### src/rtl/rxs_pkg.sv
package rxs_pkg;
  localparam int SYM_W = 5;
  localparam int NIB_W = 4;
  localparam int WIN_W = 2 * SYM_W;

  localparam logic [SYM_W-1:0] CG_I = 5'b11111;
  localparam logic [SYM_W-1:0] CG_J = 5'b11000;
  localparam logic [SYM_W-1:0] CG_K = 5'b10001;
  localparam logic [SYM_W-1:0] CG_T = 5'b01101;
  localparam logic [SYM_W-1:0] CG_R = 5'b00111;

  localparam logic [NIB_W-1:0] NIB_SSD = 4'b0101;
  localparam logic [NIB_W-1:0] NIB_FC  = 4'b1110;

  typedef enum logic [1:0] {
    ST_IDLE,
    ST_LOOK,
    ST_RECV,
    ST_FALSE
  } rx_state_e;
endpackage

### src/rtl/rxs_window.sv
module rxs_window
  import rxs_pkg::*;
(
  input  logic             clk,
  input  logic             rst,
  input  logic             shift_en,
  input  logic             load_ones,
  input  logic             bit_in,
  output logic [WIN_W-1:0] win_nxt
);
  logic [WIN_W-1:0] win_q;

  // oldest bit at the top, newest bit enters at bit 0
  assign win_nxt = {win_q[WIN_W-2:0], bit_in};

  always_ff @(posedge clk) begin
    if (rst || load_ones) begin
      win_q <= '1;
    end else if (shift_en) begin
      win_q <= win_nxt;
    end
  end
endmodule

### src/rtl/rxs_classify.sv
module rxs_classify
  import rxs_pkg::*;
(
  input  logic [WIN_W-1:0] win,
  output logic             hit_pre,
  output logic             hit_ssd,
  output logic             hit_act,
  output logic             hit_end
);
  localparam logic [WIN_W-1:0] PAT_PRE = {CG_I, CG_J};
  localparam logic [WIN_W-1:0] PAT_SSD = {CG_J, CG_K};
  localparam logic [WIN_W-1:0] PAT_TR  = {CG_T, CG_R};
  localparam logic [WIN_W-1:0] PAT_II  = {CG_I, CG_I};

  assign hit_pre = (win == PAT_PRE);
  assign hit_ssd = (win == PAT_SSD);
  assign hit_end = (win == PAT_TR) || (win == PAT_II);

  // activity: some pair of zeros separated by at least one position
  always_comb begin
    hit_act = 1'b0;
    for (int a = 0; a < WIN_W; a++) begin
      for (int b = a + 2; b < WIN_W; b++) begin
        if (!win[a] && !win[b]) hit_act = 1'b1;
      end
    end
  end
endmodule

### src/rtl/rxs_dec5b.sv
module rxs_dec5b
  import rxs_pkg::*;
(
  input  logic [SYM_W-1:0] code,
  output logic [NIB_W-1:0] nib,
  output logic             ok
);
  always_comb begin
    ok  = 1'b1;
    nib = '0;
    unique case (code)
      5'b11110: nib = 4'h0;
      5'b01001: nib = 4'h1;
      5'b10100: nib = 4'h2;
      5'b10101: nib = 4'h3;
      5'b01010: nib = 4'h4;
      5'b01011: nib = 4'h5;
      5'b01110: nib = 4'h6;
      5'b01111: nib = 4'h7;
      5'b10010: nib = 4'h8;
      5'b10011: nib = 4'h9;
      5'b10110: nib = 4'hA;
      5'b10111: nib = 4'hB;
      5'b11010: nib = 4'hC;
      5'b11011: nib = 4'hD;
      5'b11100: nib = 4'hE;
      5'b11101: nib = 4'hF;
      default:  ok  = 1'b0;
    endcase
  end
endmodule

### src/rtl/rxs_sof_det.sv
module rxs_sof_det
  import rxs_pkg::*;
#(
  parameter int EXIT_ONES = 10
) (
  input  logic             clk,
  input  logic             rst,
  input  logic             bit_valid,
  input  logic             bit_data,
  output logic             bit_ready,
  output logic             crs,
  output logic             rx_dv,
  output logic             rx_er,
  output logic [NIB_W-1:0] rxd,
  output logic             nib_stb
);
  localparam int CNT_W = $clog2(SYM_W);
  localparam int RUN_W = $clog2(EXIT_ONES + 1);
  localparam logic [CNT_W-1:0] CNT_LAST = CNT_W'(SYM_W - 1);
  localparam logic [RUN_W-1:0] RUN_LAST = RUN_W'(EXIT_ONES - 1);

  rx_state_e        state_q;
  logic [CNT_W-1:0] cnt_q;
  logic [RUN_W-1:0] run_q;
  logic [SYM_W-1:0] hsym_q;
  logic             hvalid_q;
  logic             dup5_q;
  logic             crs_q, dv_q, er_q, stb_q;
  logic [NIB_W-1:0] rxd_q;

  logic [WIN_W-1:0] win_nxt;
  logic             hit_pre, hit_ssd, hit_act, hit_end;
  logic [NIB_W-1:0] dec_nib;
  logic             dec_ok;
  logic             sym_edge;
  logic             end_recv, end_false, go_idle;

  assign sym_edge  = bit_valid && (cnt_q == CNT_LAST);
  assign end_recv  = (state_q == ST_RECV) && sym_edge && hvalid_q && hit_end;
  assign end_false = (state_q == ST_FALSE) && bit_valid && bit_data && (run_q == RUN_LAST);
  assign go_idle   = end_recv || end_false;

  rxs_window u_win (
    .clk      (clk),
    .rst      (rst),
    .shift_en (bit_valid),
    .load_ones(go_idle),
    .bit_in   (bit_data),
    .win_nxt  (win_nxt)
  );

  rxs_classify u_cls (
    .win    (win_nxt),
    .hit_pre(hit_pre),
    .hit_ssd(hit_ssd),
    .hit_act(hit_act),
    .hit_end(hit_end)
  );

  rxs_dec5b u_dec (
    .code(hsym_q),
    .nib (dec_nib),
    .ok  (dec_ok)
  );

  always_ff @(posedge clk) begin
    if (rst) begin
      state_q  <= ST_IDLE;
      cnt_q    <= '0;
      run_q    <= '0;
      hsym_q   <= CG_I;
      hvalid_q <= 1'b0;
      dup5_q   <= 1'b0;
      crs_q    <= 1'b0;
      dv_q     <= 1'b0;
      er_q     <= 1'b0;
      stb_q    <= 1'b0;
      rxd_q    <= '0;
    end else begin
      stb_q <= 1'b0;
      if (dup5_q) begin
        stb_q  <= 1'b1;
        rxd_q  <= NIB_SSD;
        er_q   <= 1'b0;
        dup5_q <= 1'b0;
      end
      if (bit_valid) begin
        unique case (state_q)
          ST_IDLE: begin
            if (hit_pre) begin
              state_q <= ST_LOOK;
              cnt_q   <= '0;
            end else if (hit_act) begin
              state_q <= ST_FALSE;
              run_q   <= '0;
              crs_q   <= 1'b1;
              er_q    <= 1'b1;
              rxd_q   <= NIB_FC;
            end
          end
          ST_LOOK: begin
            if (cnt_q == CNT_LAST) begin
              cnt_q <= '0;
              if (hit_ssd) begin
                state_q  <= ST_RECV;
                crs_q    <= 1'b1;
                dv_q     <= 1'b1;
                er_q     <= 1'b0;
                stb_q    <= 1'b1;
                rxd_q    <= NIB_SSD;
                dup5_q   <= 1'b1;
                hvalid_q <= 1'b0;
              end else begin
                state_q <= ST_FALSE;
                run_q   <= '0;
                crs_q   <= 1'b1;
                er_q    <= 1'b1;
                rxd_q   <= NIB_FC;
              end
            end else begin
              cnt_q <= cnt_q + 1'b1;
            end
          end
          ST_RECV: begin
            if (cnt_q == CNT_LAST) begin
              cnt_q <= '0;
              if (end_recv) begin
                state_q  <= ST_IDLE;
                hvalid_q <= 1'b0;
                crs_q    <= 1'b0;
                dv_q     <= 1'b0;
                er_q     <= 1'b0;
                rxd_q    <= '0;
              end else begin
                if (hvalid_q) begin
                  stb_q <= 1'b1;
                  rxd_q <= dec_ok ? dec_nib : '0;
                  er_q  <= !dec_ok;
                end
                hsym_q   <= win_nxt[SYM_W-1:0];
                hvalid_q <= 1'b1;
              end
            end else begin
              cnt_q <= cnt_q + 1'b1;
            end
          end
          ST_FALSE: begin
            if (end_false) begin
              state_q <= ST_IDLE;
              run_q   <= '0;
              crs_q   <= 1'b0;
              er_q    <= 1'b0;
              rxd_q   <= '0;
            end else if (bit_data) begin
              run_q <= run_q + 1'b1;
            end else begin
              run_q <= '0;
            end
          end
          default: state_q <= ST_IDLE;
        endcase
      end
    end
  end

  assign bit_ready = 1'b1;
  assign crs       = crs_q;
  assign rx_dv     = dv_q;
  assign rx_er     = er_q;
  assign rxd       = rxd_q;
  assign nib_stb   = stb_q;
endmodule

### config.mk
export PLATFORM = sky130hd
export DESIGN_NAME = rxs_sof_det
export DESIGN_NICKNAME = d
export VERILOG_FILES = /design/src/rtl/rxs_pkg.sv /design/src/rtl/rxs_window.sv /design/src/rtl/rxs_classify.sv /design/src/rtl/rxs_dec5b.sv /design/src/rtl/rxs_sof_det.sv
export SDC_FILE = /design/constraint.sdc
export NUM_CORES = 1
export LEC_CHECK = 0
export BUFFER_PORTS_ARGS = -buffer_cell sky130_fd_sc_hd__buf_2
export CAP_MARGIN = 10
export CELL_PAD_IN_SITES_DETAIL_PLACEMENT = 0
export CELL_PAD_IN_SITES_GLOBAL_PLACEMENT = 1
export CORE_MARGIN = 5
export CORE_UTILIZATION = 45
export DETAILED_ROUTE_END_ITERATION = 10
export GPL_TIMING_DRIVEN = 0
export PLACE_DENSITY_LB_ADDON = 0.1
export SETUP_SLACK_MARGIN = 0.1
export SLEW_MARGIN = 25
export SYNTH_ARGS = -nofsm -noshare
export SYNTH_HDL_FRONTEND = slang
export SYNTH_SLANG_ARGS = --single-unit
### constraint.sdc
create_clock -name clk -period 2.89 [get_ports clk]
set_clock_uncertainty 0.15 [all_clocks]
set_input_delay 0.289 -clock clk [delete_from_list [all_inputs] [get_ports clk]]
set_output_delay 0.289 -clock clk [all_outputs]
set_load 0.05 [all_outputs]
### Word level (Yosys, flattened, before mapping)

Cells that the tools add are included.
Widths: inputs -> output; s select.

| word-level totals | value |
|---|---|
| bits in registers | 33 |
| input port bits | 4 |
| output and inout bits | 9 |
| word-level logic and storage cells | 227 |

| cells by class | value |
|---|---|
| add/sub/neg operators | 2 |
| equality and inequality tests | 35 |
| multiplexer cells | 103 |
| bitwise logic cells | 4 |
| reductions and logical operators | 71 |

Operators by type and width:

| operator | number |
|---|---|
| $mux 1 | 68 |
| $mux 4 | 17 |
| $pmux 4 s15 | 1 |
| $eq 5x5->1 const B | 11 |
| $logic_and 1x1->1 | 43 |
| $eq 10x10->1 const B | 3 |
| $eq 5x4->1 const B | 5 |
| $ne 2x2->1 const B | 9 |
| $reduce_and 6->1 | 3 |
| $pmux 4 s4 | 1 |
| $reduce_or 16->1 | 1 |
| $mux 2 | 6 |
| $pmux 4 s3 | 1 |
| $logic_not 1->1 | 11 |
| $eq 10x9->1 const B | 1 |
| $pmux 1 s4 | 2 |
| $pmux 2 s4 | 1 |
| $reduce_and 7->1 | 1 |
| $mux 3 | 2 |
| $pmux 1 s2 | 3 |
| $pmux 3 s2 | 1 |
| $reduce_and 5->1 | 1 |
| $add 4x1->4 const B | 1 |
| $eq 2x2->1 const B | 2 |
| other kinds (14) | 20 |

### Depth between registers and ports, before layout

Gate-level depths: netlist of the first run.

| depth | value |
|---|---|
| depth after elaboration | 42 |
| gate-level depth with buffers | 8 |
| gate-level depth less buffers | 7 |

### Cells and area by module

Synthesis of the first run repeated with hierarchy kept, for this count alone.

| unflattened totals | value |
|---|---|
| cell total of the unflattened synthesis | 259 |
| area total of the unflattened synthesis | 2135.8 um^2 |

By module, submodules not included:

| module | times used | cells each | area each (um^2) | seq. area each (um^2) |
|---|---|---|---|---|
| rxs_sof_det | 1 | 186 | 1539.0 | 480.5 |
| rxs_window | 1 | 30 | 329.1 | 180.2 |
| rxs_classify | 1 | 22 | 146.4 | 0.0 |
| rxs_dec5b | 1 | 21 | 121.4 | 0.0 |

### Least setup slack after synthesis of the first run

OpenSTA, ideal clock, no wires.

| timing | value |
|---|---|
| path kind | register -> register |
| start | register u_win.win_q[0] |
| end | register run_q[0] |
| library setup time | 0.123 ns |
| data arrival time | 2.023 ns |
| path slack | 0.594 ns |
| cell stages (with the launch flop) | 7 |
| path buffers | 1 |
| clock period less this slack | 2.296 ns |
| path through | dfxtp_1 buf_2 or4_4 or4b_4 and3_4 nand2_2 mux2_1 |

| on the way | value |
|---|---|
| longest elaborated chain between the ends | 32 |
| elaborated cells between the ends (all ways) | 42 |

RTL lines:

| item | line | RTL |
|---|---|---|
| start: declaration | rxs_window.sv:11 | `logic [WIN_W-1:0] win_q;` |
| start signal: assignment | rxs_window.sv:20 | `win_q <= win_nxt;` |
| $logic_not 1->1 | rxs_classify.sv:24 | `if (!win[a] && !win[b]) hit_act = 1'b1;` |
| $logic_and 1x1->1 | rxs_classify.sv:24 |  |
| $mux 1 (28 in a row) | rxs_classify.sv:24 |  |
| $ne 2x2->1 (no line) | n/a |  |
| $reduce_and 6->1 (no line) (*) | n/a |  |
| end signal: assignment | rxs_sof_det.sv:155 | `run_q <= run_q + 1'b1;` |
| end: declaration | rxs_sof_det.sv:24 | `logic [RUN_W-1:0] run_q;` |

Mark *: on every way between the ends. The rest lies on a longest branch, timed or not.
A chain may end at the register's enable or synchronous reset.

### Worst setup path in the final report of the first run

| timing | value |
|---|---|
| start | register state_q[0] |
| end | register crs_q (netlist: crs) |

| on the way | value |
|---|---|
| longest elaborated chain between the ends | 6 |
| elaborated cells between the ends (all ways) | 18 |

RTL lines:

| item | line | RTL |
|---|---|---|
| start: declaration | rxs_sof_det.sv:22 | `rx_state_e state_q;` |
| start signal: assignment | rxs_sof_det.sv:68 | `state_q <= ST_IDLE;` |
| start signal: assignment | rxs_sof_det.sv:91 | `state_q <= ST_LOOK;` |
| start signal: assignment | rxs_sof_det.sv:94 | `state_q <= ST_FALSE;` |
| $eq 2x2->1, on equally long branches | rxs_sof_det.sv:40, rxs_sof_det.sv:88, rxs_sof_det.sv:39 |  |
| $logic_and 1x1->1, on equally long branches (3 in a row) | rxs_sof_det.sv:40, rxs_sof_det.sv:39 |  |
| $ne 2x2->1 (no line) | n/a |  |
| $reduce_and 7->1 (no line) | n/a |  |
| end signal: assignment | rxs_sof_det.sv:74 | `crs_q <= 1'b0;` |
| end signal: assignment | rxs_sof_det.sv:96 | `crs_q <= 1'b1;` |
| end signal: assignment | rxs_sof_det.sv:106 | `crs_q <= 1'b1;` |
| end: declaration | rxs_sof_det.sv:28 | `logic crs_q, dv_q, er_q, stb_q;` |

Several ways; a longest one is shown, not always the timed one.

==> impl_metrics.csv, run 1 <==
group,metric,value,unit
critical_path,crit_path_end_kind,"register",
logic_synthesis,synthesis.area,2070,sq um
critical_path,crit_arrival,2.56,ns
status,outcome,"finished, final reports clean",
timing,setup_viol,0,
critical_path,timing.rr.start,"state_q[0]",
clocking,h-tree-depth,2,
final_layout,drive_gt1_share,10.7,%
drt,drc,0,
power_and_ir_drop,powerDensity,423,nW/um^2
worst_hold_path,holdCritPathClass,"reg -> reg",
clocking,clockBufferDepth,2,
timing,worst_slack,0.344,ns
power_and_ir_drop,peakVddDrop,0.253,mV
floorplanning,fp.dieArea,6050,sq um
floorplanning,num_rows,24,
grt,antenna_found_initial,0,
logic_synthesis,synthCells,253,
drt,vias_per_cell,6.08,
floorplanning,core_area,4410,sq um
logic_synthesis,ys_ff_latch,33,
timing,rsz0062_at_grt,"no",
final_layout,syn_to_final_growth,9.32,%
final_layout,antennaDiodeCount,0,
clocking,hold_buffers,0,
drt,antenna_left,0,
clocking,cts_tree,"built",
drt,wl_per_cell,16.3,um
grt,grt_first_pass_wirelength,8.84,mm
timing,drv_slew,0,
drt,firstDrtPassIters,4,
logic_synthesis,ys_seq_area_share,31.9,%
critical_path,required,2.91,ns
drt,routed_wl,5.23,mm
clocking,ctsRootBufferMaster,"clkbuf_8",
clocking,post-cts-setup-buffer-count,0,
critical_path,path_cells,"inv_1 -> ha_1 -> and3_1 -> a2bb2oi_1 -> o41a_1 -> clkbuf_1 -> nand4_1 -> mux2_1",
clocking,ctsResizeCount,0,
grt,first_global_vias,1902,
timing,finalCritPeriodShare,88.1,%
critical_path,path_max_fanout,10,
logic_synthesis,synthDistinctLibCells,59,
critical_path,startpoint,"state_q[0]",
placement,hpwlAfterDp,3.82,mm
worst_hold_path,min_from,"cnt_q[1]",
drt,vias,1958,
final_layout,nets,281,
clocking,path_clk_slew,0.08,ns
grt,grt.total_usage,17.7,%
placement,numPortBuffers,9,
clocking,clock_latency,0.29,ns
timing,setup_tns,0,ns
grt,grt-ovfl-total,0,
grt,grt_max_degree,11,
critical_path,startpoint_type,"register",
critical_path,slowest_stage,"clkbuf_1",
job,cap_violations,0,
timing,relSlewSlack,37.0,%
drt,drt-initial-drc-count,111,
timing,worstMarginPinSlew,0.937,ns
clocking,clkSinkCount,33,
clocking,cts_made_buffers,5,
power_and_ir_drop,leakagePower,0.000855,uW
logic_synthesis,synth_nets,265,
critical_path,cp_num_buf_inv,2,
floorplanning,die_w,77.8,um
logic_synthesis,avgSynthCellArea,8.17,sq um
floorplanning,io-pin-count,13,
critical_path,critPathKind,"reg -> reg",
critical_path,cp_top_family,"buffers and inverters",
timing,max_clock_freq,0.393,GHz
logic_synthesis,synth_edf_count,0,
placement,gp_congestion,0.872,
logic_synthesis,async_reset_ff_share,0,%
placement,dp_slack,0.284,ns
logic_synthesis,yosys_warnings,0,
floorplanning,die_h,77.8,um
logic_synthesis,ys.flop_type,"dfxtp_1",
critical_path,max_stage_delay,0.44,ns
timing,finalHoldViolCount,0,
floorplanning,initial_core_util,46.9,%
timing,post-route-min-period,2.55,ns
[cell usage in the layout (no fill, tap or decap), types with 2 or more instances in the layout]
master / count
clkbuf_8: 5
nor3_1: 8
and4_1: 3
a211oi_1: 6
a32o_1: 2
and3_1: 5
ha_1: 8
o211ai_1: 9
nand4_1: 6
o21ai_0: 10
a21oi_1: 14
a31o_2: 2
o2111ai_1: 2
nand2_1: 28
xor2_1: 2
nor2_1: 12
or4_1: 2
nor4_1: 2
o21ai_1: 2
mux2i_1: 11
nand3_1: 4
dfxtp_1: 33
nor2b_1: 8
mux2_1: 3
o21a_1: 2
a41oi_1: 2
o31ai_1: 4
a41o_1: 2
a311oi_1: 3
clkbuf_1: 13
and2_1: 2
clkinv_2: 2
buf_2: 10
inv_1: 16
[cell type report]
type	count	area, sq um
fillers	449	2150
multi-input cells	189	1290
flip-flops and latches	33	661
clock buffers	6	72.6
well taps	52	65.1
plain buffers	15	61.3
inverters	16	60.1
repair buffers	9	45.0
clock inverters	2	10.0
[layer usage]
layer / vias to the layer above / global-route usage, % / share of wire, %
li1: 977 / - / -
met1: 919 / 23.1 / 45
met2: 50 / 28.0 / 47
met3: 12 / 3.82 / 5.2
met4: 0 / 7.90 / 2.3
met5: - / 0 / 0
[tightest hold or removal path, delay by kind of cell (launching register included)]
| family | cells | cell delay, ns |
|---|---|---|
| AND/OR/NAND/NOR | 1 | 0.06 |
| flip-flops | 1 | 0.32 |
| AO/OA/AOI/OAI | 1 | 0.05 |
[logic make-up (layout without fill, tap and decap cells)]
family,count (synthesis),in the layout,synth area share [%]
adders and majority gates,8,8,4.84
AOI/OAI and AO/OA,73,73,25.5
xor gates and xnor gates,3,3,1.27
muxes,14,14,6.96
DFF,33,33,31.9
other,1,1,0.181
and+or+nand+nor,90,90,23.4
buffers and inverters,31,48,5.87
[where the power goes]
part / leakage, uW / total [uW] / internal (uW) / switching [uW]
Combinational: 0.000543 / 152 / 47.7 / 105
Sequential: 0.000267 / 469 / 464 / 4.98
Clock: 0.0000450 / 336 / 167 / 169
Total: 0.000855 / 957 / 678 / 279
[through the flow]
step / instances / utilization [%] / hold WS [ns] / area, sq um / total power [uW]
floorplan: 253 / - / 0.299 / 2070 / 595
CTS: 322 / 51.2 / 0.333 / 2260 / 963
detailed placement: 314 / 49.3 / 0.323 / 2180 / 629
finish: 322 / 51.2 / 0.330 / 2260 / 957
global placement: 314 / 49.3 / 0.313 / 2180 / 631
global route: 322 / 51.2 / 0.361 / 2260 / 1000
[sequential cells by signal (all words and copies together), names as in the netlist]
| signal | count |
|---|---|
| u_win.win_q | 9 |
| hsym_q | 5 |
| run_q | 4 |
| rxd | 4 |
| cnt_q | 3 |
| state_q | 2 |
| crs | 1 |
| dup5_q | 1 |
| hvalid_q | 1 |
| nib_stb | 1 |
| rx_dv | 1 |
| rx_er | 1 |
[worst paths after layout]
| kind | to | slack (ns) | cells past startpoint |
|---|---|---|---|
| worst max-delay path | crs | 0.34 | 8 |
| worst max register to register | crs | 0.34 | 8 |
| worst min-delay path | cnt_q[1] | 0.33 | 2 |
| worst min register to register | cnt_q[1] | 0.33 | 2 |
[Yosys cell counts (all sizes together) (3+ instances only)]
cell type  count  area, sq um
nand4          6         37.5
and3           6         42.5
mux2i         11          110
nand2         29          111
inv           16         60.1
and4           3         26.3
o21ai         13         68.8
nand3          4         20.0
and2           3         18.8
a211oi         7         57.6
mux2           3         33.8
o211ai         9         67.6
nor2b          8         50.1
buf            3         16.3
ha             8          100
or4            3         26.3
nor3           8         40.0
a21oi         15         78.8
dfxtp         33          661
nor2          12         45.0
clkbuf        12         45.0
a311oi         3         26.3
o31ai          4         30.0
Note: power is estimated with default switching activity, not from simulation.
==> run 2, diff against run 1 <==
--- a/config.mk
+++ b/config.mk
@@ -5,15 +5,16 @@
 export SDC_FILE = /design/constraint.sdc
 export NUM_CORES = 1
 export LEC_CHECK = 0
+export ABC_AREA = 1
 export BUFFER_PORTS_ARGS = -buffer_cell sky130_fd_sc_hd__buf_2
 export CAP_MARGIN = 10
 export CELL_PAD_IN_SITES_DETAIL_PLACEMENT = 0
 export CELL_PAD_IN_SITES_GLOBAL_PLACEMENT = 1
 export CORE_MARGIN = 5
-export CORE_UTILIZATION = 45
+export CORE_UTILIZATION = 43
 export DETAILED_ROUTE_END_ITERATION = 10
 export GPL_TIMING_DRIVEN = 0
-export PLACE_DENSITY_LB_ADDON = 0.1
+export PLACE_DENSITY_LB_ADDON = 0.05
 export SETUP_SLACK_MARGIN = 0.1
 export SLEW_MARGIN = 25
 export SYNTH_ARGS = -nofsm -noshare
==> run 2 against run 1 <==
Sequential power increased by 22%; largest power group is now combinational logic; register-to-register slack improved by 0.47 ns; first-iteration DRC count shrank 12%; utilization is 2.6 points lower.
==> impl_metrics.csv, run 2 <==
group,metric,value,unit
status,outcome,"finished, final reports clean",
placement,hpwlAfterDp,4.21,mm
grt,grt-ovfl-total,0,
critical_path,required,2.90,ns
timing,post-route-min-period,2.07,ns
timing,drv_slew,0,
timing,max_clock_freq,0.482,GHz
clocking,cts_tree,"built",
grt,first_global_vias,1988,
critical_path,critPathKind,"reg -> reg",
critical_path,crit_arrival,2.09,ns
logic_synthesis,synthesis.area,2190,sq um
grt,grt_max_degree,11,
timing,worst_slack,0.815,ns
final_layout,reg_top3,"u_win.win_q: 9 flops, hsym_q: 5 flops",
final_layout,antennaDiodeCount,0,
drt,drt-initial-drc-count,98,
final_layout,nets,355,
floorplanning,num_rows,26,
drt,wl_per_cell,13.4,um
clocking,post-cts-setup-buffer-count,0,
floorplanning,die_h,81.3,um
timing,finalHoldViolCount,0,
drt,vias,2092,
drt,firstDrtPassIters,4,
final_layout,syn_to_final_growth,11.4,%
critical_path,crit_path_end_kind,"register",
final_layout,final_cell_mix,"66 x nand2_1, 41 x inv_1, 33 x nor2_1, 33 x dfxtp_1, 23 x o21ai_0",
placement,dp_slack,0.839,ns
clocking,ctsResizeCount,0,
job,cap_violations,0,
logic_synthesis,synth_most_common_cell,"nand2_1",
logic_synthesis,ys.flop_type,"dfxtp_1",
placement,gp_congestion,0.821,
drt,vias_per_cell,5.05,
drt,routed_wl,5.56,mm
critical_path,startpoint_type,"register",
grt,grt_first_pass_wirelength,9.60,mm
logic_synthesis,yosysTopAreaCellShare,30.2,%
floorplanning,core_area,5010,sq um
logic_synthesis,synthTopCellsByArea,"dfxtp_1 30%, nand2_1 11%, inv_1 7.0%",
placement,numPortBuffers,9,
final_layout,final_common_cell,"nand2_1",
final_layout,drive_gt1_share,14.2,%
power_and_ir_drop,powerDensity,737,nW/um^2
final_layout,register_area,661,sq um
drt,drc,0,
logic_synthesis,ys_top_cells_by_count,"66 x nand2_1, 41 x inv_1, 33 x dfxtp_1, 33 x nor2_1, 23 x o21ai_0",
clocking,clock_latency,0.29,ns
final_layout,regMostFlops,"u_win.win_q",
logic_synthesis,synth_edf_count,0,
clocking,ctsRootBufferMaster,"clkbuf_8",
final_layout,stdcell_area,2430,sq um
worst_hold_path,holdCritPathClass,"in -> reg",
logic_synthesis,synthCells,327,
clocking,clockBufferDepth,2,
grt,antenna_found_initial,0,
critical_path,path_max_fanout,7,
logic_synthesis,avgSynthCellArea,6.68,sq um
timing,rsz0062_at_grt,"no",
clocking,path_clk_slew,0.07,ns
floorplanning,die_w,81.3,um
final_layout,largest_register_ffs,9,
placement,dpl_cell_area,2320,sq um
drt,antenna_left,0,
logic_synthesis,ys_seq_area_share,30.2,%
clocking,cts_made_buffers,5,
timing,finalCritPeriodShare,71.8,%
logic_synthesis,async_reset_ff_share,0,%
logic_synthesis,synth_top_area_cell,"dfxtp_1",
final_layout,multi_input_area,1280,sq um
floorplanning,fp.dieArea,6610,sq um
timing,setup_tns,0,ns
power_and_ir_drop,leakagePower,0.00112,uW
logic_synthesis,synthDistinctLibCells,41,
floorplanning,io-pin-count,13,
timing,setup_viol,0,
clocking,hold_buffers,0,
clocking,h-tree-depth,2,
floorplanning,initial_core_util,43.6,%
logic_synthesis,ys_ff_latch,33,
logic_synthesis,synth_nets,339,
power_and_ir_drop,peakVddDrop,0.378,mV
clocking,clkSinkCount,33,
final_layout,fillers,583,
grt,grt.total_usage,18.9,%
logic_synthesis,yosys_warnings,0,
-- run 2: layout make-up --
cell class / instances / share of cell area [%]
multi-input cells: 237 / 52.7
flip-flops and latches: 33 / 27.1
inverters: 46 / 7.19
well taps: 70 / 3.60
clock buffers: 7 / 3.55
plain buffers: 11 / 2.72
repair buffers: 9 / 1.85
clock inverters: 1 / 1.23
-- run 2: cells by family after synthesis --
group                      synth area share [%]
buffers and inverters                      11.0
other                                     0.172
adders and majority gates                  4.58
AOI/OAI and AO/OA                          21.3
and+or+nand+nor                            32.7
DFF                                        30.2
-- run 2: critical path: stages, from the launching register on --
cell	delay, ns
dfxtp_1	0.38
inv_1	0.08
ha_1	0.20
clkbuf_2	0.17
nor2_1	0.25
nor2_1	0.08
inv_1	0.13
nand2_1	0.10
o21bai_1	0.19
nand2_1	0.06
nand2_1	0.05
nand2_1	0.07
a21oi_1	0.05
-- run 2: metal layers --
layer / vias to the layer above / wire length (um) / GRT usage, %
met2: 28 / 2510 / 30.0
met1: 946 / 2840 / 25.3
li1: 1114 / - / -
met4: 0 / 43 / 6.59
met5: - / 0 / 0
met3: 4 / 169 / 3.88
-- run 2: final timing paths --
kind	cells after the start	endpoint	startpoint	slack, ns
max	12	rx_er	state_q[0]	0.82
min	2	u_win.win_q[7]	bit_valid	0.14
max reg2reg	12	rx_er	state_q[0]	0.82
min reg2reg	2	run_q[3]	run_q[3]	0.32
-- run 2: power breakdown --
group	leakage, uW	switching (uW)	internal (uW)
clock network	0.0000585	177	281
logic	0.000787	529	238
registers	0.000271	49.6	520
-- run 2: per-stage QoR --
step	total power, uW	util, %	cells	hold slack (ns)
floorplan	1170	-	327	0.269
finish	1790	48.6	414	0.136
global route	1940	48.6	414	0.131
CTS	1810	48.6	414	0.133
detailed placement	1340	46.3	406	0.314
global placement	1340	46.3	406	0.310
==> run 3, diff against run 2 <==
--- a/config.mk
+++ b/config.mk
@@ -11,7 +11,7 @@
 export CELL_PAD_IN_SITES_DETAIL_PLACEMENT = 0
 export CELL_PAD_IN_SITES_GLOBAL_PLACEMENT = 1
 export CORE_MARGIN = 5
-export CORE_UTILIZATION = 43
+export CORE_UTILIZATION = 39
 export DETAILED_ROUTE_END_ITERATION = 10
 export GPL_TIMING_DRIVEN = 0
 export PLACE_DENSITY_LB_ADDON = 0.05
==> constraint.sdc (replaced) <==
create_clock -name clk -period 1.7 [get_ports clk]
set_clock_uncertainty 0.15 [all_clocks]
set_input_delay 0.17 -clock clk [delete_from_list [all_inputs] [get_ports clk]]
set_output_delay 0.17 -clock clk [all_outputs]
set_load 0.05 [all_outputs]
==> run 3 against run 2 <==
The flow now finishes with violations (setup timing); sequential share of layout area shrank 4.2 points; utilization grew 7.4 points; largest cell class unchanged; sequential cell count is the same; clock power grew 30%; combinational power grew to 2.8 times the previous value; cell count grew 9.9%; routed wire length grew 17%; total power grew 110%; count of clock-buffer cells in the layout shrank 1.
==> impl_metrics.csv, run 3 (same netlist as run 2, synthesis figures left out) <==
group,metric,value,unit
timing,rsz0062_at_grt,"yes",
critical_path,required,1.72,ns
drt,wl_per_cell,14.3,um
final_layout,final_util,56.0,%
power_and_ir_drop,p_seq_share,26.6,%
critical_path,path_max_fanout,6,
critical_path,rr_worst_depth,12,
clocking,hold_buffers,0,
job,cap_violations,0,
final_layout,final_cell_mix,"57 x nand2_1, 33 x buf_4, 29 x inv_1, 27 x nor2_1, 19 x a21oi_1",
timing,hold_slack,0.0259,ns
power_and_ir_drop,p_int,2100,uW
worst_hold_path,holdPathEnd,"u_win.win_q[7]",
floorplanning,core_area,5470,sq um
final_layout,reg_top3,"u_win.win_q: 9 flops, hsym_q: 5 flops",
final_layout,nets,394,
floorplanning,die_w,84.9,um
drt,routed_wl,6.51,mm
placement,dp_slack,-0.253,ns
critical_path,timing.rr.start,"cnt_q[1]",
timing,worst_slack,-0.112,ns
timing,drv_slew,0,
critical_path,startpoint_type,"register",
grt,first_global_vias,2203,
timing,finalHoldViolCount,0,
floorplanning,num_rows,27,
final_layout,largest_register_ffs,9,
final_layout,antennaDiodeCount,0,
power_and_ir_drop,p_sw,1650,uW
placement,gp_congestion,0.804,
clocking,cts_made_buffers,5,
critical_path,reg2reg_to,"rxd[0]",
timing,max_clock_freq,0.552,GHz
critical_path,crit_path_end_kind,"register",
power_and_ir_drop,power_frac_clock,15.9,%
critical_path,crit_arrival,1.83,ns
drt,firstDrtPassIters,4,
worst_hold_path,holdCritPathClass,"in -> reg",
grt,grt.total_usage,18.4,%
drt,drc,0,
grt,grt_max_degree,11,
grt,grt.met1_usage,23.7,%
final_layout,drive_gt1_share,39.2,%
status,outcome,"finished, violations left",
drt,antenna_left,0,
critical_path,critPathKind,"reg -> reg",
grt,top_usage_layer,"met2",
placement,hpwlAfterDp,4.36,mm
critical_path,reg2reg_slack,-0.11,ns
floorplanning,initial_core_util,39.9,%
floorplanning,die_h,84.9,um
placement,numPortBuffers,9,
drt,vias,2356,
drt,vias_per_cell,5.18,
drt,drt-initial-drc-count,134,
power_and_ir_drop,total_power,3750,uW
timing,post-route-min-period,1.81,ns
power_and_ir_drop,powerDensity,1220,nW/um^2
clocking,cts_tree,"built",
power_and_ir_drop,p_sw_share,44.0,%
timing,finalCritPeriodShare,107,%
clocking,clockBufferDepth,2,
clocking,clkSinkCount,33,
clocking,path_clk_slew,0.08,ns
worst_hold_path,hold_depth,2,
final_layout,syn_to_final_growth,40.2,%
grt,antenna_found_initial,0,
clocking,h-tree-depth,2,
grt,grtUsageMet3,3.50,%
clocking,ctsRootBufferMaster,"clkbuf_8",
grt,grt_util_met2,31.2,%
timing,setup_viol,19,
status,violations,"setup timing",
worst_hold_path,min_from,"bit_valid",
grt,grt_first_pass_wirelength,10.7,mm
grt,grt-ovfl-total,0,
floorplanning,io-pin-count,13,
clocking,clock_latency,0.29,ns
final_layout,final_common_cell,"nand2_1",
power_and_ir_drop,leakagePower,0.00134,uW
final_layout,fillers,553,
power_and_ir_drop,combPwrFrac,57.5,%
floorplanning,fp.dieArea,7200,sq um
final_layout,regMostFlops,"u_win.win_q",
power_and_ir_drop,peakVddDrop,0.623,mV
==> run 3: cell types whose count changed in the layout (fill, tap and decap cells not counted), moves of 7 or more <==
cell     delta
nor2_4      +7
dfxtp_4     +9
nand2_1     -9
dfxtp_1    -15
inv_2       +8
buf_6      +10
buf_4      +30
inv_1      -12
==> run 3: cell type report <==
class	instances	area (sq um)	share of cell area, %
plain buffers	10	73.8	2.41
clock buffers	6	72.6	2.37
clock inverters	2	10.0	0.327
inverters	46	190	6.21
multi-input cells	238	1550	50.4
flip-flops and latches	33	702	22.9
well taps	72	90.1	2.94
repair buffers	48	380	12.4
==> run 3: timing repair <==
item,in CTS,in global routing
gates resized for setup,73,28
setup endpoints to repair,32,32
pin swaps,34,19
setup buffers,27,12
cloned,0,1
endpoints found under the hold margin,0,0
==> run 3: worst max path at each step <==
stage                from          to  slack [ns]  cells past startpoint
6_report         cnt_q[1]      rxd[0]       -0.11                     12
5_1_grt          cnt_q[1]  state_q[1]       -0.23                     13
4_1_cts          cnt_q[0]  state_q[0]       -0.09                     13
3_5_place_dp     cnt_q[0]  state_q[1]       -0.25                     13
3_3_place_gp   state_q[1]    run_q[3]       -0.26                      8
2_1_floorplan    cnt_q[1]  state_q[1]       -0.02                     13
==> run 3: metal layers <==
layer | share of wire [%] | vias to the layer above
li1 | - | 1206
met1 | 46 | 1077
met2 | 48 | 55
met3 | 4.3 | 18
met4 | 1.7 | 0
met5 | 0 | -
==> run 3: worst max-delay path, stage by stage, from the launching register on <==
cell and delay [ns]:
dfxtp_2 0.33, inv_2 0.07, ha_4 0.16, nand2_8 0.06, nor2_4 0.10, inv_4 0.04
buf_4 0.16, nor2_1 0.09, nand4_1 0.17, nand3_1 0.15, nand2_1 0.06, nand2_1 0.06
a21oi_1 0.07
==> run 3: power by group through the flow <==
stage	combinational (uW)	sequential (uW)	clock, uW
2_1_floorplan	943	1120	0
3_3_place_gp	1360	992	0
3_5_place_dp	1360	995	0
4_1_cts	1850	993	616
5_1_grt	2360	1020	644
6_report	2160	997	594
==> run 3: per-stage QoR <==
step / setup TNS (ns) / cell area (sq um) / instances
finish: -1.02 / 3060 / 455
global route: -3.73 / 3060 / 455
CTS: -0.412 / 2880 / 443
detailed placement: -3.28 / 2360 / 408
global placement: -2.96 / 2360 / 408
floorplan: -0.0244 / 2230 / 327
